$ cat config.mk
export PLATFORM = sky130hd
export DESIGN_NAME = reload_tc8
export DESIGN_NICKNAME = d
export VERILOG_FILES = /design/src/rtl/tc8_pkg.sv /design/src/rtl/tc8_regs.sv /design/src/rtl/tc8_pulse.sv /design/src/rtl/tc8_core.sv /design/src/rtl/reload_tc8.sv
export SDC_FILE = /design/constraint.sdc
export NUM_CORES = 1
export LEC_CHECK = 0
export CAP_MARGIN = 10
export CORE_MARGIN = 4
export CORE_UTILIZATION = 25
export DETAILED_ROUTE_END_ITERATION = 6
export PLACE_DENSITY = 0.48
export SETUP_SLACK_MARGIN = 0.4
export SYNTH_ARGS = -nofsm -noshare
export SYNTH_HDL_FRONTEND = slang
export SYNTH_SLANG_ARGS = --single-unit
$ cat constraint.sdc
create_clock -name clk -period 2.57 [get_ports clk]
set_clock_uncertainty 0.1 [all_clocks]
set_input_delay 0.3855 -clock clk [delete_from_list [all_inputs] [get_ports clk]]
set_output_delay 0.3855 -clock clk [all_outputs]
set_load 0.01 [all_outputs]
$ cat src/rtl/tc8_pkg.sv
// Shared encodings for the auto-reload 8-bit timer/counter.
// Assumes a nibble-wide register port with a 2-bit address.
package tc8_pkg;
    localparam int ADDR_W = 2;
    localparam int CMD_W  = 4;

    localparam logic [ADDR_W-1:0] REG_PLO = 2'd0;
    localparam logic [ADDR_W-1:0] REG_PHI = 2'd1;
    localparam logic [ADDR_W-1:0] REG_CMD = 2'd2;

    localparam logic [1:0] SEL_EXT = 2'd3;

    typedef enum logic [1:0] {
        MODE_OFF    = 2'd0,
        MODE_TIMER  = 2'd1,
        MODE_TONE   = 2'd2,
        MODE_PWIDTH = 2'd3
    } tc_mode_e;
endpackage

$ cat src/rtl/tc8_regs.sv
// Register file: staged high preset nibble, effective preset, command word,
// start detection and read-back multiplexer.
// Assumes NIB_W >= CMD_W and one write per cycle.
module tc8_regs
    import tc8_pkg::*;
#(
    parameter int NIB_W = 4
) (
    input  logic                 clk,
    input  logic                 rst_n,
    input  logic                 wr_en,
    input  logic [ADDR_W-1:0]    wr_addr,
    input  logic [NIB_W-1:0]     wr_data,
    input  logic [ADDR_W-1:0]    rd_addr,
    input  logic [2*NIB_W-1:0]   count,
    output logic [2*NIB_W-1:0]   preset,
    output tc_mode_e             mode,
    output logic [1:0]           sel,
    output logic                 start,
    output logic [NIB_W-1:0]     rd_data
);
    localparam int CNT_W = 2 * NIB_W;

    logic [NIB_W-1:0] hi_stage_q;
    logic [CNT_W-1:0] preset_q;
    logic [CMD_W-1:0] cmd_q;
    logic             wr_plo, wr_phi, wr_cmd;
    tc_mode_e         new_mode;

    // Decode the write strobe per address.
    always_comb begin
        wr_plo = wr_en && (wr_addr == REG_PLO);
        wr_phi = wr_en && (wr_addr == REG_PHI);
        wr_cmd = wr_en && (wr_addr == REG_CMD);
    end

    // Hold the staged nibble, the committed preset and the command.
    always_ff @(posedge clk) begin
        if (!rst_n) begin
            hi_stage_q <= '0;
            preset_q   <= '0;
            cmd_q      <= '0;
        end else begin
            if (wr_phi) hi_stage_q <= wr_data;
            if (wr_plo) preset_q   <= {hi_stage_q, wr_data};
            if (wr_cmd) cmd_q      <= wr_data[CMD_W-1:0];
        end
    end

    // Split the command and flag a start when leaving the off mode.
    always_comb begin
        mode     = tc_mode_e'(cmd_q[3:2]);
        sel      = cmd_q[1:0];
        new_mode = tc_mode_e'(wr_data[3:2]);
        start    = wr_cmd && (mode == MODE_OFF) && (new_mode != MODE_OFF);
        preset   = preset_q;
    end

    // Return the count nibbles or the command word.
    always_comb begin
        case (rd_addr)
            REG_PLO: rd_data = count[NIB_W-1:0];
            REG_PHI: rd_data = count[CNT_W-1:NIB_W];
            REG_CMD: rd_data = NIB_W'(cmd_q);
            default: rd_data = '0;
        endcase
    end


    stage_only_chk: assert property (@(posedge clk) disable iff (!rst_n)
        wr_phi |=> $stable(preset_q));


    start_from_off_chk: assert property (@(posedge clk) disable iff (!rst_n)
        (wr_cmd && mode != MODE_OFF) |-> !start);
endmodule

$ cat src/rtl/tc8_pulse.sv
// Pulse selection: synchronizes the external pin, detects its rising edge,
// picks the internal tick and forms one count-step strobe per cycle.
// Assumes internal ticks are single-cycle pulses in the clk domain.
module tc8_pulse
    import tc8_pkg::*;
#(
    parameter int NUM_INT     = 3,
    parameter int SYNC_STAGES = 2
) (
    input  logic               clk,
    input  logic               rst_n,
    input  logic [NUM_INT-1:0] int_tick,
    input  logic               ext_in,
    input  tc_mode_e           mode,
    input  logic [1:0]         sel,
    output logic               step
);
    localparam int NSEL = 4;

    logic [SYNC_STAGES-1:0] sync_q;
    logic                   last_q;
    logic                   ext_lvl, ext_rise, int_pick;
    logic [NSEL-1:0]        tick_pad;

    // Bring the external pin into the clock domain and remember its last level.
    always_ff @(posedge clk) begin
        if (!rst_n) begin
            sync_q <= '0;
            last_q <= 1'b0;
        end else begin
            sync_q <= {sync_q[SYNC_STAGES-2:0], ext_in};
            last_q <= sync_q[SYNC_STAGES-1];
        end
    end

    // Map each source code to an internal tick; missing ones fall back to tick 0.
    for (genvar i = 0; i < NSEL; i++) begin : g_pad
        if (i < NUM_INT) begin : g_real
            assign tick_pad[i] = int_tick[i];
        end else begin : g_fill
            assign tick_pad[i] = int_tick[0];
        end
    end

    // Form the step strobe for the active mode.
    always_comb begin
        ext_lvl  = sync_q[SYNC_STAGES-1];
        ext_rise = ext_lvl & ~last_q;
        int_pick = tick_pad[sel];
        case (mode)
            MODE_TIMER,
            MODE_TONE:   step = (sel == SEL_EXT) ? ext_rise : int_pick;
            MODE_PWIDTH: step = int_pick & ext_lvl;
            default:     step = 1'b0;
        endcase
    end


    rise_single_chk: assert property (@(posedge clk) disable iff (!rst_n)
        ext_rise |=> !ext_rise);
endmodule

$ cat src/rtl/tc8_core.sv
// Counter core: preset load on start, increment on step, reload and
// interrupt on wrap, tone flip-flop in tone mode.
// Assumes start has priority over a step in the same cycle.
module tc8_core
    import tc8_pkg::*;
#(
    parameter int CNT_W = 8
) (
    input  logic             clk,
    input  logic             rst_n,
    input  logic             step,
    input  logic             start,
    input  tc_mode_e         mode,
    input  logic [CNT_W-1:0] preset,
    output logic [CNT_W-1:0] count,
    output logic             irq,
    output logic             tone
);
    localparam logic [CNT_W-1:0] CNT_MAX = '1;

    logic wrap;

    // Detect a step that carries past the maximum.
    always_comb wrap = step && !start && (count == CNT_MAX);

    // Advance, reload and raise the interrupt.
    always_ff @(posedge clk) begin
        if (!rst_n) begin
            count <= '0;
            irq   <= 1'b0;
        end else begin
            irq <= wrap;
            if (start)      count <= preset;
            else if (wrap)  count <= preset;
            else if (step)  count <= count + 1'b1;
        end
    end

    // Toggle the tone output on wraps in tone mode, clear it otherwise.
    always_ff @(posedge clk) begin
        if (!rst_n)                 tone <= 1'b0;
        else if (mode != MODE_TONE) tone <= 1'b0;
        else if (wrap)              tone <= ~tone;
    end


    reload_chk: assert property (@(posedge clk) disable iff (!rst_n)
        (step && !start && count == CNT_MAX) |=> (irq && count == $past(preset)));


    step_chk: assert property (@(posedge clk) disable iff (!rst_n)
        (step && !start && count != CNT_MAX) |=> (count == $past(count) + 1'b1));


    hold_chk: assert property (@(posedge clk) disable iff (!rst_n)
        (mode == MODE_OFF && !start) |=> $stable(count));


    tone_quiet_chk: assert property (@(posedge clk) disable iff (!rst_n)
        (mode != MODE_TONE) |=> !tone);


    irq_source_chk: assert property (@(posedge clk) disable iff (!rst_n)
        irq |-> $past(step));
endmodule

$ cat src/rtl/reload_tc8.sv
// Top of the auto-reload 8-bit timer/counter: register port, pulse
// selection and counter core. Assumes all inputs except ext_in are synchronous to clk.
module reload_tc8
    import tc8_pkg::*;
#(
    parameter int NIB_W       = 4,
    parameter int NUM_INT     = 3,
    parameter int SYNC_STAGES = 2
) (
    input  logic               clk,
    input  logic               rst_n,
    input  logic               wr_en,
    input  logic [1:0]         wr_addr,
    input  logic [NIB_W-1:0]   wr_data,
    input  logic [1:0]         rd_addr,
    output logic [NIB_W-1:0]   rd_data,
    input  logic [NUM_INT-1:0] int_tick,
    input  logic               ext_in,
    output logic               irq,
    output logic               tone_out
);
    localparam int CNT_W = 2 * NIB_W;

    logic [CNT_W-1:0] count, preset;
    tc_mode_e         mode;
    logic [1:0]       sel;
    logic             start, step;

    tc8_regs #(.NIB_W(NIB_W)) regs_i (
        .clk(clk), .rst_n(rst_n), .wr_en(wr_en), .wr_addr(wr_addr),
        .wr_data(wr_data), .rd_addr(rd_addr), .count(count),
        .preset(preset), .mode(mode), .sel(sel), .start(start),
        .rd_data(rd_data)
    );

    tc8_pulse #(.NUM_INT(NUM_INT), .SYNC_STAGES(SYNC_STAGES)) pulse_i (
        .clk(clk), .rst_n(rst_n), .int_tick(int_tick), .ext_in(ext_in),
        .mode(mode), .sel(sel), .step(step)
    );

    tc8_core #(.CNT_W(CNT_W)) core_i (
        .clk(clk), .rst_n(rst_n), .step(step), .start(start), .mode(mode),
        .preset(preset), .count(count), .irq(irq), .tone(tone_out)
    );
endmodule

==> results of run 1 <==
## kinds of logic (layout without fill, tap and decap cells)
group                    Yosys count  in the layout  synth area share, %
AO/OA/AOI/OAI                     30             30                14.05
adder cells (fa/ha/maj)            5              5                4.085
buffers and inverters             11             47                2.778
flip-flops                        29             29                37.91
multiplexers                      21             21                13.73
AND/OR/NAND/NOR                   72             72                27.45
## critical path: stages (launching register included)
cell	delay (ns)
dfxtp_2	0.34
inv_2	0.06
ha_4	0.28
a21oi_2	0.04
or3_4	0.35
a311o_1	0.38
or4_1	0.48
nand2_1	0.07
## worst paths after layout
check / endpoint / slack, ns / cells past startpoint
setup / recovery: core_i.tone / 0.43 / 7
hold / removal: pulse_i.sync_q[1] / 0.34 / 1
setup reg to reg: core_i.tone / 0.43 / 7
hold reg to reg: pulse_i.sync_q[1] / 0.34 / 1
## per-layer routing
metal / global-route usage [%] / vias to the layer above / routed length (um)
li1: - / 687 / -
met1: 15.95 / 629 / 2008
met2: 15.07 / 32 / 1664
met3: 3.137 / 10 / 211
met4: 5.382 / 0 / 100
met5: 0 / - / 0
## flip-flops by register name, indices dropped and copies added (netlist names)
name	count
core_i.irq	1
regs_i.preset	8
core_i.tone	1
pulse_i.sync_q	2
core_i.count	8
regs_i.cmd_q	4
pulse_i.last_q	1
regs_i.hi_stage_q	4
## power breakdown
group          internal [uW]  total [uW]  leakage, uW  switching, uW
combinational           65.5         120     0.000519           54.9
clock                    186         376    0.0000439            190
sequential               462         474     0.000236           11.8
total                    714         971     0.000799            256
## cell type report
type / count / area (um2)
fill: 610 / 3844
clock inverter: 3 / 17.52
sequential: 29 / 583.1
tap: 75 / 93.84
timing repair buffer: 37 / 329.1
inverter: 2 / 7.507
clock buffer: 5 / 68.82
multi-input combinational: 128 / 977.2
## through the flow
step / utilization [%] / setup WS [ns] / cells / power, uW
4_1_cts: 34.21 / 0.4102 / 277 / 984.8
5_1_grt: 35.08 / 0.3784 / 279 / 1019
6_report: 35.08 / 0.4311 / 279 / 970.7
3_5_place_dp: 32.14 / 0.1658 / 269 / 597.4
2_1_floorplan: - / 0.4039 / 168 / 540.0
3_3_place_gp: 32.14 / 0.1616 / 269 / 597.8
## timing repair
item / CTS / global route
pin swaps: 1 / 2
setup buffers: 0 / 2
cloned: 0 / 0
resized for setup: 10 / 12
setup endpoints to repair: 9 / 7
## cell usage in the layout, fill, tap and decap left out, drive strengths merged, types with 3 or more instances in the layout
master / n
nor2b: 18
nand2: 14
nand3: 6
dfxtp: 29
and3: 5
nor3: 3
clkbuf: 5
a221oi: 3
a21oi: 5
clkdlybuf4s50: 15
a311o: 3
buf: 17
dlygate4sd2: 5
a211oi: 4
ha: 5
nor2: 5
o21ai: 6
and2: 5
mux2i: 21
==> summary.md, run 1 <==
| Metric | Value |
|---|---|
| Post-synthesis instance total | `168` |
| Placed cell area | `1903 um2` |
| Clk Latency, worst-skew pair | `0.29 ns` |
| DR vias/cell | `4.867` |
| Relative slew slack | `73.39%` |
| Setup crit start kind | `flop` |
| Synth-to-Final Area Change | `35.62%` |
| Fin crit share | `between 80% and 90%` |
| Seq cells post-synth | `29` |
| Port-buffer cells | `20` |
| Post-CTS Hold Fix Bufs | `0` |
| Share of layout cells above drive strength 1 | `21.57%` |
| Reg clk slew, reported paths | `approximately 0.07 ns` |
| Mapped cell area | `between 1500 and 2000 um2` |
| Yosys warnings | `0` |
| Nets | `about 220` |
| Fmax | `467.5 MHz` |
| Min Tclk post-route | `2.139 ns` |
| CP endpoint kind | `flop` |
| Largest cells by area after synthesis | `dfxtp_1 38%, mux2i_1 14%, nor2b_1 7.4%` |
| Vias post-DR | `1,358` |
| Crit Path Max Fanout | `4` |
| Crit. Startpoint | `regs_i.cmd_q[2]` |
| Antenna Diode Count | `0` |
| GPL Wtd Cong | `0.7898` |
| Worst r2r src | `regs_i.cmd_q[2]` |
| Fin Hold WS | `approximately 0.34 ns` |
| Largest net degree at the start of global routing | `15` |
| Cell with the most instances after synthesis | `dfxtp_1` |
| Final instance area | `roughly 2100 um2` |
| DR WL/cell | `14.28 um` |
| Residual DRC | `0` |
| Synth area leader | `dfxtp_1` |
| Unique masters post-synth | `39` |
| Setup TNS | `0 ns` |
| Row cnt | `28` |
| Die W | `86.27 um` |
| Crit Path Class | `reg -> reg` |
| Die area | `7442 um2` |
| Core ar. | `5921 um2` |
| Max VDD drop | `248.0 uV` |
| Syn Area/Cell | `9.116 um2` |
| Root Buffer | `clkbuf_8` |
| Final hold vios | `0` |
| I/O pins | `21` |
| Global route overflow | `0` |
| Routed wire length | `3985 um` |
| TritonCTS clock tree | `built` |
| Required @ worst endpoint | `between 2 and 3 ns` |
| First-pass GRT wire length | `6382 um` |
| Post-synth top area share | `37.91%` |
| Unrepaired setup endpoints after global routing | `true` |
| Final ANT Viol Nets | `0` |
| Hold path start | `pulse_i.sync_q[0]` |
| Hold Crit Class | `reg -> reg` |
| HPWL Detailed | `2947 um` |
| Chip height | `86.27 um` |
| Clk sinks | `29` |
| CP Data Arrival Time | `2.27 ns` |
| Synth Net Count | `188` |
| Ys flop type | `dfxtp_1` |
| Initial Utilization | `25.87%` |
| Drt pass-1 iters | `4` |
| Number of global-route vias before repair | `1,210` |
| Max Slew Vio Count | `0` |
| Total GRT Usage | `11.10%` |
| Sequential area share after synthesis | `37.91%` |
| Async set-or-reset flop fraction in the synthesized netlist | `0%` |
| Commonest cells in the netlist | `29 x dfxtp_1, 21 x mux2i_1, 18 x nor2b_1` |
| DR iter-0 viols | `70` |
| Post-synth EDFFs | `0` |
| Setup-failing EPs final | `0` |
| Pleak | `0.0007989 uW` |
| Slew @ Worst Pin | `between 0.3 and 0.4 ns` |
| Num CTS Buffers | `5` |
| Status | `finished clean` |
| H-tree levels | `2` |
| PD cells | `467.3 nW/um2` |
| # Max-Cap Violations | `0` |
| CTS max path bufs | `2` |
| Antenna violations before repair | `0` |
No activity file was read; power rests on OpenSTA's default activity.
==> run 2, diff against run 1 <==
- clock period: 2.57 -> 2 ns (I/O delays scaled with it)
==> run 2 against run 1 <==
Net effect: final cell count increased by 6.8%; sequential cell count unchanged; die area unchanged; clock power increased by 66%; register-to-register slack got worse by 0.53 ns; hold slack improved by 0.013 ns; worst setup slack got worse by 0.53 ns; largest power group is now the clock network; routed wire length increased by 4.3%; critical endpoint unchanged; non-clock buffer count increased by 19; first-iteration DRC count increased by 29%; sequential power increased by 28%; largest cell class unchanged; the flow now finishes with violations (setup timing).
==> summary.md, run 2 (synthesized netlist as in run 1, its figures left out) <==
| Metric | Value |
|---|---|
| Status | `finished with violations` |
| Failing checks | `setup timing` |
| I/O pins | `21` |
| R2R depth | `7` |
| Port-buffer cells | `20` |
| Root Buffer | `clkbuf_8` |
| TritonCTS clock tree | `built` |
| Global route overflow | `0` |
| Antenna violations before repair | `0` |
| Commonest non-fill, non-tap cell in the layout | `buf_4` |
| Antenna Diode Count | `0` |
| Flop-to-flop setup slack | `-0.1 ns` |
| Clk pwr share | `44.5%` |
| CP Data Arrival Time | `2.21 ns` |
| Crit. Startpoint | `regs_i.cmd_q[2]` |
| H-tree levels | `2` |
| Fmax | `roughly 480 MHz` |
| Placed cells | `approximately 290` |
| Worst r2r src | `regs_i.cmd_q[2]` |
| Crit path to | `core_i.tone` |
| Net Sw Frac | `22.08%` |
| Final instance area | `2260 um2` |
| Reg clk slew, reported paths | `0.06 ns` |
| Crit Path Class | `reg -> reg` |
| Crit Path Max Fanout | `4` |
| Internal | `1096 uW` |
| Core ar. | `5921 um2` |
| Finished Core Util | `38.17%` |
| Clk Latency, worst-skew pair | `0.28 ns` |
| Cell Count, Final, Fillers Out | `298` |
| Setup TNS | `-0.4760 ns` |
| Max Slew Vio Count | `0` |
| Relative slew slack | `80.20%` |
| Synth-to-Final Area Change | `47.55%` |
| Largest net degree at the start of global routing | `25` |
| Fin Hold WS | `0.3513 ns` |
| Fin worst setup slack | `-0.09870 ns` |
| FF-to-FF End | `core_i.tone` |
| Num CTS Buffers | `5` |
| Pleak | `0.0009274 uW` |
| Row cnt | `28` |
| Setup-failing EPs final | `8` |
| CP endpoint kind | `flop` |
| Fin crit share | `104.9%` |
| Max VDD drop | `440.0 uV` |
| Clk sinks | `29` |
| HPWL Detailed | `3200 um` |
| DR vias/cell | `between 4 and 5` |
| Post-CTS Hold Fix Bufs | `0` |
| CTS max path bufs | `2` |
| DR iter-0 viols | `90` |
| Residual DRC | `0` |
| Required @ worst endpoint | `between 2 and 2.5 ns` |
| Combinational Power Share | `about an eighth` |
| Total GRT Usage | `11.88%` |
| Most frequent cells in the layout | `35 x buf_4, 27 x dfxtp_1, 21 x mux2i_1, 17 x nor2b_1, 14 x nand2_1` |
| First-pass GRT wire length | `just over 7000 um` |
| Routed wire length | `slightly above 4000 um` |
| Hold path start | `pulse_i.sync_q[0]` |
| Hold Crit Class | `reg -> reg` |
| NetSw | `slightly above 300 uW` |
| Final ANT Viol Nets | `0` |
| Die W | `86.27 um` |
| Number of global-route vias before repair | `between 1,000 and 1,500` |
| GPL Wtd Cong | `0.8506` |
| Min Tclk post-route | `approximately 2.1 ns` |
| Nets | `242` |
| Chip height | `86.27 um` |
| Die area | `about 7400 um2` |
| Vias post-DR | `1,423` |
| Unrepaired setup endpoints after global routing | `true` |
| Share of layout cells above drive strength 1 | `31.39%` |
| # Max-Cap Violations | `0` |
| PD cells | `~620 nW/um2` |
| Setup crit start kind | `flop` |
| Initial Utilization | `25.87%` |
| Drt pass-1 iters | `5` |
| Placed cell area | `2071 um2` |
| Slew @ Worst Pin | `roughly 0.3 ns` |
| Final hold vios | `0` |
| DR WL/cell | `13.94 um` |
| Part of the power in registers | `43.0%` |
==> run 2: final cells by class <==
class / count / area (um2)
clock buffers: 7 / 86.33
clock inverters: 1 / 30.03
fillers: 600 / 3661
inverters: 2 / 10.01
multi-input cells: 128 / 994.7
flip-flops and latches: 29 / 588.1
well taps: 75 / 93.84
repair buffers: 56 / 456.7
==> run 2: how the worst min path moves through the flow <==
stage                        end  slack (ns)  depth (start not counted)
6_report       pulse_i.sync_q[1]        0.35                          1
5_1_grt        pulse_i.sync_q[1]        0.37                          1
4_1_cts        pulse_i.sync_q[1]        0.35                          1
3_5_place_dp   pulse_i.sync_q[1]        0.33                          1
3_3_place_gp   pulse_i.sync_q[1]        0.31                          1
2_1_floorplan  pulse_i.sync_q[1]        0.31                          1
==> run 2: worst max-delay path: stages, from the launching register on <==
cell and delay [ns]:
dfxtp_4 0.36, inv_2 0.05, ha_4 0.27, a21oi_2 0.04, or3_4 0.39, a311o_1 0.35, or4_1 0.40, nand2_1 0.07
==> run 2: power by group through the flow <==
stage | registers (uW) | logic [uW] | clock network, uW
final | 605 | 176 | 626
after global routing | 607 | 192 | 663
after CTS | 607 | 174 | 633
after detailed placement | 619 | 169 | 0
after global placement | 620 | 170 | 0
after floorplan | 618 | 79.0 | 0
==> run 2: repair_timing <==
item | in CTS | in global routing
setup buffers | 2 | 0
pin swaps | 2 | 1
resized for setup | 30 | 10
setup endpoints to repair | 14 | 12
==> run 2: routing by layer <==
layer / vias to the layer above / share of wire [%] / GRT usage, %
li1: 727 / - / -
met1: 661 / 53 / 17.23
met2: 33 / 42 / 18.22
met3: 2 / 4.5 / 2.662
met4: 0 / 0.34 / 2.125
met5: - / 0 / 0
==> run 2: through the flow <==
stage | worst slack [ns] | total power [uW]
finish | -0.09870 | 1406
CTS | -0.04806 | 1413
global placement | -0.2323 | 789.6
global route | -0.1854 | 1462
floorplan | 0.008812 | 697.3
detailed placement | -0.2302 | 788.5
